==> src/rtl/ctlpipe_pkg.sv <==
package ctlpipe_pkg;

    localparam int REG_W     = 16;
    localparam int BIT_BUF   = 15;
    localparam int BIT_SREQ  = 14;
    localparam int BIT_TCLR  = 8;
    localparam int BIT_TSET  = 7;
    localparam int BIT_TMON  = 6;
    localparam int BIT_CCPL  = 2;
    localparam int RESP_W    = 2;

    localparam logic [RESP_W-1:0] RESP_NAK   = 2'b00;
    localparam logic [RESP_W-1:0] RESP_BUF   = 2'b01;
    localparam logic [RESP_W-1:0] RESP_STALL = 2'b10;

    typedef struct packed {
        logic              wr;
        logic [RESP_W-1:0] resp;
        logic              tclr;
        logic              tset;
        logic              sreq;
        logic              ccpl;
    } sw_wr_t;

    typedef struct packed {
        logic setup_rx;
        logic setup_tx;
        logic ack;
        logic err;
    } hw_ev_t;

    typedef enum logic {
        TG_DATA0 = 1'b0,
        TG_DATA1 = 1'b1
    } tog_state_t;

    typedef enum logic {
        SRQ_IDLE = 1'b0,
        SRQ_PEND = 1'b1
    } sreq_state_t;

    typedef enum logic [1:0] {
        CT_IDLE   = 2'b00,
        CT_DATA   = 2'b01,
        CT_STATUS = 2'b10
    } ct_state_t;

endpackage

==> src/rtl/ctlpipe_decode.sv <==
module ctlpipe_decode
    import ctlpipe_pkg::*;
#(
    parameter int                ADDR_W   = 8,
    parameter logic [ADDR_W-1:0] REG_ADDR = '0
) (
    input  logic [ADDR_W-1:0] addr_i,
    input  logic              wr_i,
    input  logic [REG_W-1:0]  wdata_i,
    output logic              hit_o,
    output sw_wr_t            sw_o
);

    always_comb begin
        hit_o      = (addr_i == REG_ADDR);
        sw_o.wr    = wr_i && hit_o;
        sw_o.resp  = wdata_i[RESP_W-1:0];
        sw_o.tclr  = sw_o.wr && wdata_i[BIT_TCLR];
        sw_o.tset  = sw_o.wr && wdata_i[BIT_TSET];
        sw_o.sreq  = sw_o.wr && wdata_i[BIT_SREQ];
        sw_o.ccpl  = sw_o.wr && wdata_i[BIT_CCPL];
    end

endmodule

==> src/rtl/ctlpipe_seq.sv <==
module ctlpipe_seq
    import ctlpipe_pkg::*;
(
    input  logic              clk_i,
    input  logic              rst_ni,
    input  sw_wr_t            sw_i,
    input  hw_ev_t            ev_i,
    output logic [RESP_W-1:0] resp_o,
    output logic              toggle_o
);

    logic [RESP_W-1:0] resp_q, resp_d;
    tog_state_t        tog_q, tog_d;
    logic              tog_cmd_ok;

    always_ff @(posedge clk_i or negedge rst_ni) begin
        if (!rst_ni) begin
            resp_q <= RESP_NAK;
            tog_q  <= TG_DATA0;
        end else begin
            resp_q <= resp_d;
            tog_q  <= tog_d;
        end
    end

    always_comb begin
        if (ev_i.err) begin
            resp_d = RESP_STALL;
        end else if (ev_i.setup_rx) begin
            resp_d = RESP_NAK;
        end else if (sw_i.wr) begin
            resp_d = sw_i.resp;
        end else begin
            resp_d = resp_q;
        end
    end

    always_comb begin
        tog_cmd_ok = (resp_q == RESP_NAK) && (sw_i.tclr != sw_i.tset);
        tog_d      = tog_q;
        if (ev_i.setup_rx) begin
            tog_d = TG_DATA1;
        end else begin
            unique case (tog_q)
                TG_DATA0: begin
                    if (ev_i.ack) begin
                        tog_d = TG_DATA1;
                    end else if (tog_cmd_ok && sw_i.tset) begin
                        tog_d = TG_DATA1;
                    end
                end
                TG_DATA1: begin
                    if (ev_i.ack) begin
                        tog_d = TG_DATA0;
                    end else if (tog_cmd_ok && sw_i.tclr) begin
                        tog_d = TG_DATA0;
                    end
                end
                default: tog_d = TG_DATA0;
            endcase
        end
    end

    always_comb begin
        resp_o   = resp_q;
        toggle_o = (tog_q == TG_DATA1);
    end

endmodule

==> src/rtl/ctlpipe_phase.sv <==
module ctlpipe_phase
    import ctlpipe_pkg::*;
(
    input  logic   clk_i,
    input  logic   rst_ni,
    input  logic   host_mode_i,
    input  sw_wr_t sw_i,
    input  hw_ev_t ev_i,
    output logic   setup_req_o,
    output logic   stage_cpl_o
);

    sreq_state_t srq_q, srq_d;
    ct_state_t   ct_q, ct_d;

    always_ff @(posedge clk_i or negedge rst_ni) begin
        if (!rst_ni) begin
            srq_q <= SRQ_IDLE;
            ct_q  <= CT_IDLE;
        end else begin
            srq_q <= srq_d;
            ct_q  <= ct_d;
        end
    end

    always_comb begin
        srq_d = srq_q;
        unique case (srq_q)
            SRQ_IDLE: if (host_mode_i && sw_i.sreq) srq_d = SRQ_PEND;
            SRQ_PEND: if (ev_i.setup_tx) srq_d = SRQ_IDLE;
            default:  srq_d = SRQ_IDLE;
        endcase
    end

    always_comb begin
        ct_d = ct_q;
        unique case (ct_q)
            CT_IDLE, CT_DATA: begin
                if (ev_i.setup_rx) begin
                    ct_d = CT_DATA;
                end else if (!host_mode_i && sw_i.ccpl) begin
                    ct_d = CT_STATUS;
                end
            end
            CT_STATUS: if (ev_i.setup_rx) ct_d = CT_DATA;
            default:   ct_d = CT_IDLE;
        endcase
    end

    always_comb begin
        setup_req_o = (srq_q == SRQ_PEND);
        stage_cpl_o = (ct_q == CT_STATUS);
    end

endmodule

==> src/rtl/ctlpipe_hs_reg.sv <==
module ctlpipe_hs_reg
    import ctlpipe_pkg::*;
#(
    parameter int                ADDR_W   = 8,
    parameter logic [ADDR_W-1:0] REG_ADDR = 8'h10
) (
    input  logic              clk_i,
    input  logic              rst_ni,
    input  logic              host_mode_i,
    input  logic [ADDR_W-1:0] addr_i,
    input  logic              wr_i,
    input  logic [REG_W-1:0]  wdata_i,
    output logic [REG_W-1:0]  rdata_o,
    input  logic              setup_rx_i,
    input  logic              setup_tx_done_i,
    input  logic              txn_ack_i,
    input  logic              txn_err_i,
    input  logic              buf_en_i,
    output logic [RESP_W-1:0] resp_o,
    output logic              toggle_o,
    output logic              setup_req_o,
    output logic              stage_cpl_o
);

    logic   hit;
    sw_wr_t sw;
    hw_ev_t ev;

    always_comb begin
        ev.setup_rx = setup_rx_i && !host_mode_i;
        ev.setup_tx = setup_tx_done_i;
        ev.ack      = txn_ack_i;
        ev.err      = txn_err_i;
    end

    ctlpipe_decode #(
        .ADDR_W   (ADDR_W),
        .REG_ADDR (REG_ADDR)
    ) u_decode (
        .addr_i  (addr_i),
        .wr_i    (wr_i),
        .wdata_i (wdata_i),
        .hit_o   (hit),
        .sw_o    (sw)
    );

    ctlpipe_seq u_seq (
        .clk_i    (clk_i),
        .rst_ni   (rst_ni),
        .sw_i     (sw),
        .ev_i     (ev),
        .resp_o   (resp_o),
        .toggle_o (toggle_o)
    );

    ctlpipe_phase u_phase (
        .clk_i       (clk_i),
        .rst_ni      (rst_ni),
        .host_mode_i (host_mode_i),
        .sw_i        (sw),
        .ev_i        (ev),
        .setup_req_o (setup_req_o),
        .stage_cpl_o (stage_cpl_o)
    );

    always_comb begin
        rdata_o = '0;
        if (hit) begin
            rdata_o[BIT_BUF]        = buf_en_i;
            rdata_o[BIT_SREQ]       = setup_req_o;
            rdata_o[BIT_TMON]       = toggle_o;
            rdata_o[RESP_W-1:0]     = resp_o;
        end
    end

endmodule

==> config.mk <==
export PLATFORM = sky130hd
export DESIGN_NAME = ctlpipe_hs_reg
export DESIGN_NICKNAME = d
export VERILOG_FILES = /design/src/rtl/ctlpipe_pkg.sv /design/src/rtl/ctlpipe_decode.sv /design/src/rtl/ctlpipe_seq.sv /design/src/rtl/ctlpipe_phase.sv /design/src/rtl/ctlpipe_hs_reg.sv
export SDC_FILE = /design/constraint.sdc
export NUM_CORES = 1
export LEC_CHECK = 0
export BUFFER_PORTS_ARGS = -buffer_cell sky130_fd_sc_hd__buf_2
export CAP_MARGIN = 20
export CORE_MARGIN = 2
export CORE_UTILIZATION = 35
export CTS_BUF_LIST = sky130_fd_sc_hd__clkbuf_4 sky130_fd_sc_hd__clkbuf_8
export DETAILED_ROUTE_END_ITERATION = 7
export PLACE_DENSITY = 0.81
export SYNTH_ARGS = -nofsm -noshare
export SYNTH_HDL_FRONTEND = slang
export SYNTH_SLANG_ARGS = --single-unit
==> constraint.sdc <==
create_clock -name clk_i -period 1.5 [get_ports clk_i]
set_input_delay 0.225 -clock clk_i [delete_from_list [all_inputs] [get_ports clk_i]]
set_output_delay 0.225 -clock clk_i [all_outputs]
set_load 0.01 [all_outputs]
Word-level counts from Yosys, hierarchy flattened

Cells that the tools add are included.

Bits in registers: 6
Bits of input ports: 33
Output and inout bits: 21
Logic and storage cells: 48

Eq/ne operators: 6
Muxes and demuxes: 19
Bitwise operators: 2
Reduce and logical (&&, ||, !) cells: 17

Operators with widths:

| kind               | number |
|---|---|
| $mux 2             | 8 |
| $logic_and 1x1->1  | 11 |
| $eq 8x5->1 const B | 1 |
| $mux 1             | 8 |
| $logic_not 2->1    | 2 |
| $pmux 1 s2         | 2 |
| $pmux 2 s2         | 1 |
| $ne 3x2->1 const B | 1 |
| $reduce_bool 3->1  | 1 |
| $eq 2x1->1 const B | 1 |
| $eq 2x2->1 const B | 1 |
| $ne 2x1->1 const B | 1 |
| $not 1->1          | 2 |
| $reduce_and 2->1   | 1 |
| $reduce_or 2->1    | 1 |
| $logic_not 1->1    | 1 |
| $ne 1x1->1         | 1 |

Logic depth before layout (Yosys ltp)

Depth after elaboration: 10
Gate-level depth with buffers: 3
Gate-level depth less buffers: 3

Hierarchy

From an unflattened synthesis, not the netlist that was laid out.

Cells, all modules: 60
Area total of the unflattened synthesis: 540.5 µm²

Modules (own cells, without submodules):

| module         | instances | cells each | area each (µm²) | sequential area each (µm²) |
|---|---|---|---|---|
| ctlpipe_seq    | 1         | 14         | 146.4           | 75.1 |
| ctlpipe_phase  | 1         | 11         | 138.9           | 75.1 |
| ctlpipe_decode | 1         | 17         | 131.4           | 0.0 |
| ctlpipe_hs_reg | 1         | 18         | 123.9           | 0.0 |

Worst setup path before layout

OpenSTA, ideal clock, no wires.

Path kind: input to register
Start point: in addr_i[5]
End point: reg u_seq.resp_q[1] (netlist: u_seq.resp_o[1])
Arrival time: 1382 ps
Path slack: -8 ps
Stages on the path: 3
Buffers on the path: 0
Path through: or4b_4 > o311a_1 > a311o_1

Word-level cells in the longest chain between the ends: 3

Ends and longest elaborated chain:

| item                        | line                 | source |
|---|---|---|
| start, declared             | ctlpipe_hs_reg.sv:10 | `input logic [ADDR_W-1:0] addr_i,` |
| $eq 8x5->1                  | ctlpipe_decode.sv:15 | `hit_o = (addr_i == REG_ADDR);` |
| $logic_and 1x1->1           | ctlpipe_decode.sv:16 | `sw_o.wr = wr_i && hit_o;` |
| $reduce_bool 3->1 (no line) | --                   |  |
| end signal, assigned        | ctlpipe_seq.sv:21    | `resp_q <= resp_d;` |
| end, declared               | ctlpipe_seq.sv:12    | `logic [RESP_W-1:0] resp_q, resp_d;` |

No other way between the ends.
A chain may end at the register's enable or synchronous reset.

Final worst setup path

Start point: in addr_i[5]
End point: out rdata_o[0]

Word-level cells in the longest chain between the ends: 2

Ends and longest elaborated chain:

| item          | line                 | source |
|---|---|---|
| $eq 8x5->1    | ctlpipe_decode.sv:15 |  |
| $mux 2        | ctlpipe_hs_reg.sv:68 | `if (hit) begin` |
| end, declared | ctlpipe_hs_reg.sv:13 | `output logic [REG_W-1:0] rdata_o,` |

No other way between the ends.

==> impl_metrics.env <==
export IMPL_synth_async_reset_ratio=1.000
export IMPL_final_area_sq_um=716.9
export IMPL_synth_top_area_cell="dfrtp_1"
export IMPL_place_area_sq_um=684.4
export IMPL_ios=54
export IMPL_cts_inserted_buffers=3
export IMPL_ant_nets=0
export IMPL_grt_pass1_vias=535
export IMPL_yosys_top_cells_area="dfrtp_1, buf_4, and3_1"
export IMPL_yosys_area_share_xor_xnor=0
export IMPL_arrival_ps=1200
export IMPL_rr_worst_depth=3
export IMPL_r2r_setup_slack_ps=400
export IMPL_cts_num_sinks=6
export IMPL_status="completed"
export IMPL_row_count=13
export IMPL_r2r_start="u_seq.resp_o[0]"
export IMPL_slew_viol_final=0
export IMPL_drt_pass1_iterations=4
export IMPL_crit_fanout=9
export IMPL_layout_drive_gt1_share=0.4646
export IMPL_synthTopCellsByCount="buf_4, dfrtp_1, and3_1, nand2_1, o31ai_1"
export IMPL_cts_tree="built"
export IMPL_hold_slack_ps=179.8
export IMPL_diodes=0
export IMPL_path_cells="buf_2 > buf_4 > nor4b_2 > buf_4 > and3_1 > buf_2"
export IMPL_yosys_area_share_simple=0.3568
export IMPL_die_area_sq_mm=0.001741
export IMPL_startpoint_type="primary input"
export IMPL_cp_slowest_cell="nor4b_2"
export IMPL_fin_crit_ps=1426
export IMPL_hold_path_endpoint="u_seq.resp_o[0]"
export IMPL_hp_start="txn_err_i"
export IMPL_criticalPathCategory="primary input to output pin"
export IMPL_path_buf_inv=4
export IMPL_syn_avg_cell_area_sq_um=8.736
export IMPL_fin_tns_setup_ps=0
export IMPL_io_buffers=32
export IMPL_grt_max_degree=10
export IMPL_ys_warn_count=0
export IMPL_p_leak_nw=0.3845
export IMPL_cp_slowest_stage_delay_ps=280
export IMPL_synth_compound_area_share=0.1608
export IMPL_area_growth_pct=43.97
export IMPL_antenna_found_initial=0
export IMPL_path_clk_slew_ps=40
export IMPL_cts_root_buf="clkbuf_4"
export IMPL_wl_per_cell_microns=10.83
export IMPL_dieHeight_microns=41.72
export IMPL_worstPathRequired_ps=1270
export IMPL_post_cts_buffers=0
export IMPL_yosysMostFrequentCell="buf_4"
export IMPL_cap_violations=0
export IMPL_setup_viol=0
export IMPL_hp_class="primary input to flop"
export IMPL_finalCritPeriodShare=0.9507
export IMPL_synth_ff_type="dfrtp_1"
export IMPL_synth_edf_count=0
export IMPL_synth_seq_cells=6
export IMPL_syn_instance_count=57
export IMPL_gp_congestion=0.7213
export IMPL_clock_fmax_mhz=701.2
export IMPL_drc=0
export IMPL_muxShareOfSynthArea=0
export IMPL_final_nets=134
export IMPL_grt_overflow=0
export IMPL_end_kind="output pin"
export IMPL_ys_types=25
export IMPL_core_area_sq_mm=0.001318
export IMPL_synth_top_family_by_area="simple AND/OR/NAND/NOR gates"
export IMPL_htreeDepth=1
export IMPL_routed_via_density=4.912
export IMPL_drtIter0Drc=13
export IMPL_start_util=0.3780
export IMPL_dp_hpwl_microns=1051
export IMPL_die_width_microns=41.72
export IMPL_mappedNetlistArea_sq_um=498.0
export IMPL_routed_wl_microns=1235
export IMPL_powerDensity_mw_per_mm2=598.5
export IMPL_synth_top_area_share=0.3015
export IMPL_worst_ir_drop_vdd_mv=0.6853
export IMPL_grt_pass1_wl_microns=2201
export IMPL_clock_path_buffers=2
export IMPL_grt_usage=0.1644
export IMPL_rsz0062_at_grt="false"
export IMPL_r2r_end="u_seq.toggle_o"
export IMPL_yosysSeqAreaShare=0.3015
export IMPL_hold_depth=2
export IMPL_hold_viol=0
export IMPL_synth_fa_ha_area_frac=0
export IMPL_finClkSkew_ps=3.504
export IMPL_crit_family="buffers and inverters"
export IMPL_clock_latency_ps=240
export IMPL_fill_cells=129
export IMPL_num_vias=560
flip-flops by register name, indices dropped and copies added, names as in the netlist:
| register | count |
|---|---|
| u_phase.ct_q | 2 |
| u_seq.resp_o | 2 |
| u_phase.setup_req_o | 1 |
| u_seq.toggle_o | 1 |
worst register-to-register path, cell delays in order (launching register included):
cell and delay [ps]:
dfrtp_1 400, nor3b_1 260, a31oi_1 120, o31ai_1 230
layer usage:
layer / GRT usage / vias to the layer above / share of wire
li1: - / 280 / -
met1: 0.1667 / 246 / 0.39
met5: 0 / - / 0
met2: 0.3000 / 32 / 0.50
met4: 0.05806 / 0 / 0.011
met3: 0.06522 / 2 / 0.091
per-stage QoR:
stage	setup slack, ps	utilization	total power, mW	cells
CTS	66.77	0.5442	0.4338	114
floorplan	43.07	-	0.2424	67
global placement	-74.83	0.5195	0.2781	110
global route	11.54	0.5442	0.4600	114
finish	73.93	0.5442	0.4291	114
detailed placement	-83.07	0.5195	0.2803	110
power breakdown:
part / internal [mW] / switching (mW) / total (mW)
Clock: 0.0905 / 0.0579 / 0.148
Combinational: 0.0527 / 0.0541 / 0.107
Sequential: 0.169 / 0.00497 / 0.174
placed cells by master, fill, tap and decap left out, drive strengths merged, types with 2 or more instances in the layout:
cell and n:
a31oi 2, and3 5, buf 39, clkbuf 3, conb 11, dfrtp 6, nand2 5, nand2b 2
nor2b 3, nor3b 2, o21ai 2, o31ai 4
cell families after synthesis:
logic type             Yosys count
AO/OA/AOI/OAI                   11
buffers and inverters           12
flip-flops                       6
other                            1
AND/OR/NAND/NOR                 27
cell type report:
cell class / count / area [sq um] / share of cell area
Clock buffer: 3 / 22.52 / 0.03141
Tap cell: 15 / 18.77 / 0.02618
Timing Repair Buffer: 40 / 222.7 / 0.3106
Sequential cell: 6 / 150.1 / 0.2094
Multi-Input combinational cell: 49 / 299.0 / 0.4171
Inverter: 1 / 3.754 / 0.005236
what timing repair did:
| item | 4_1_cts | 5_1_grt |
|---|---|---|
| gates resized for setup | 0 | 0 |
| hold endpoints to repair | 6 | 0 |
| setup endpoints to repair | 0 | 0 |
| hold buffers | 1 | 0 |
worst max path at each step:
stage	from	endpoint	slack [ps]	depth (start not counted)
floorplan	addr_i[1]	u_seq.resp_o[1]	40	3
global placement	addr_i[1]	u_seq.resp_o[1]	-70	4
detailed placement	addr_i[1]	u_seq.resp_o[1]	-80	4
CTS	addr_i[5]	rdata_o[0]	70	6
global route	addr_i[5]	rdata_o[0]	10	6
finish	addr_i[5]	rdata_o[0]	70	6
(Power assumes the default switching activity.)
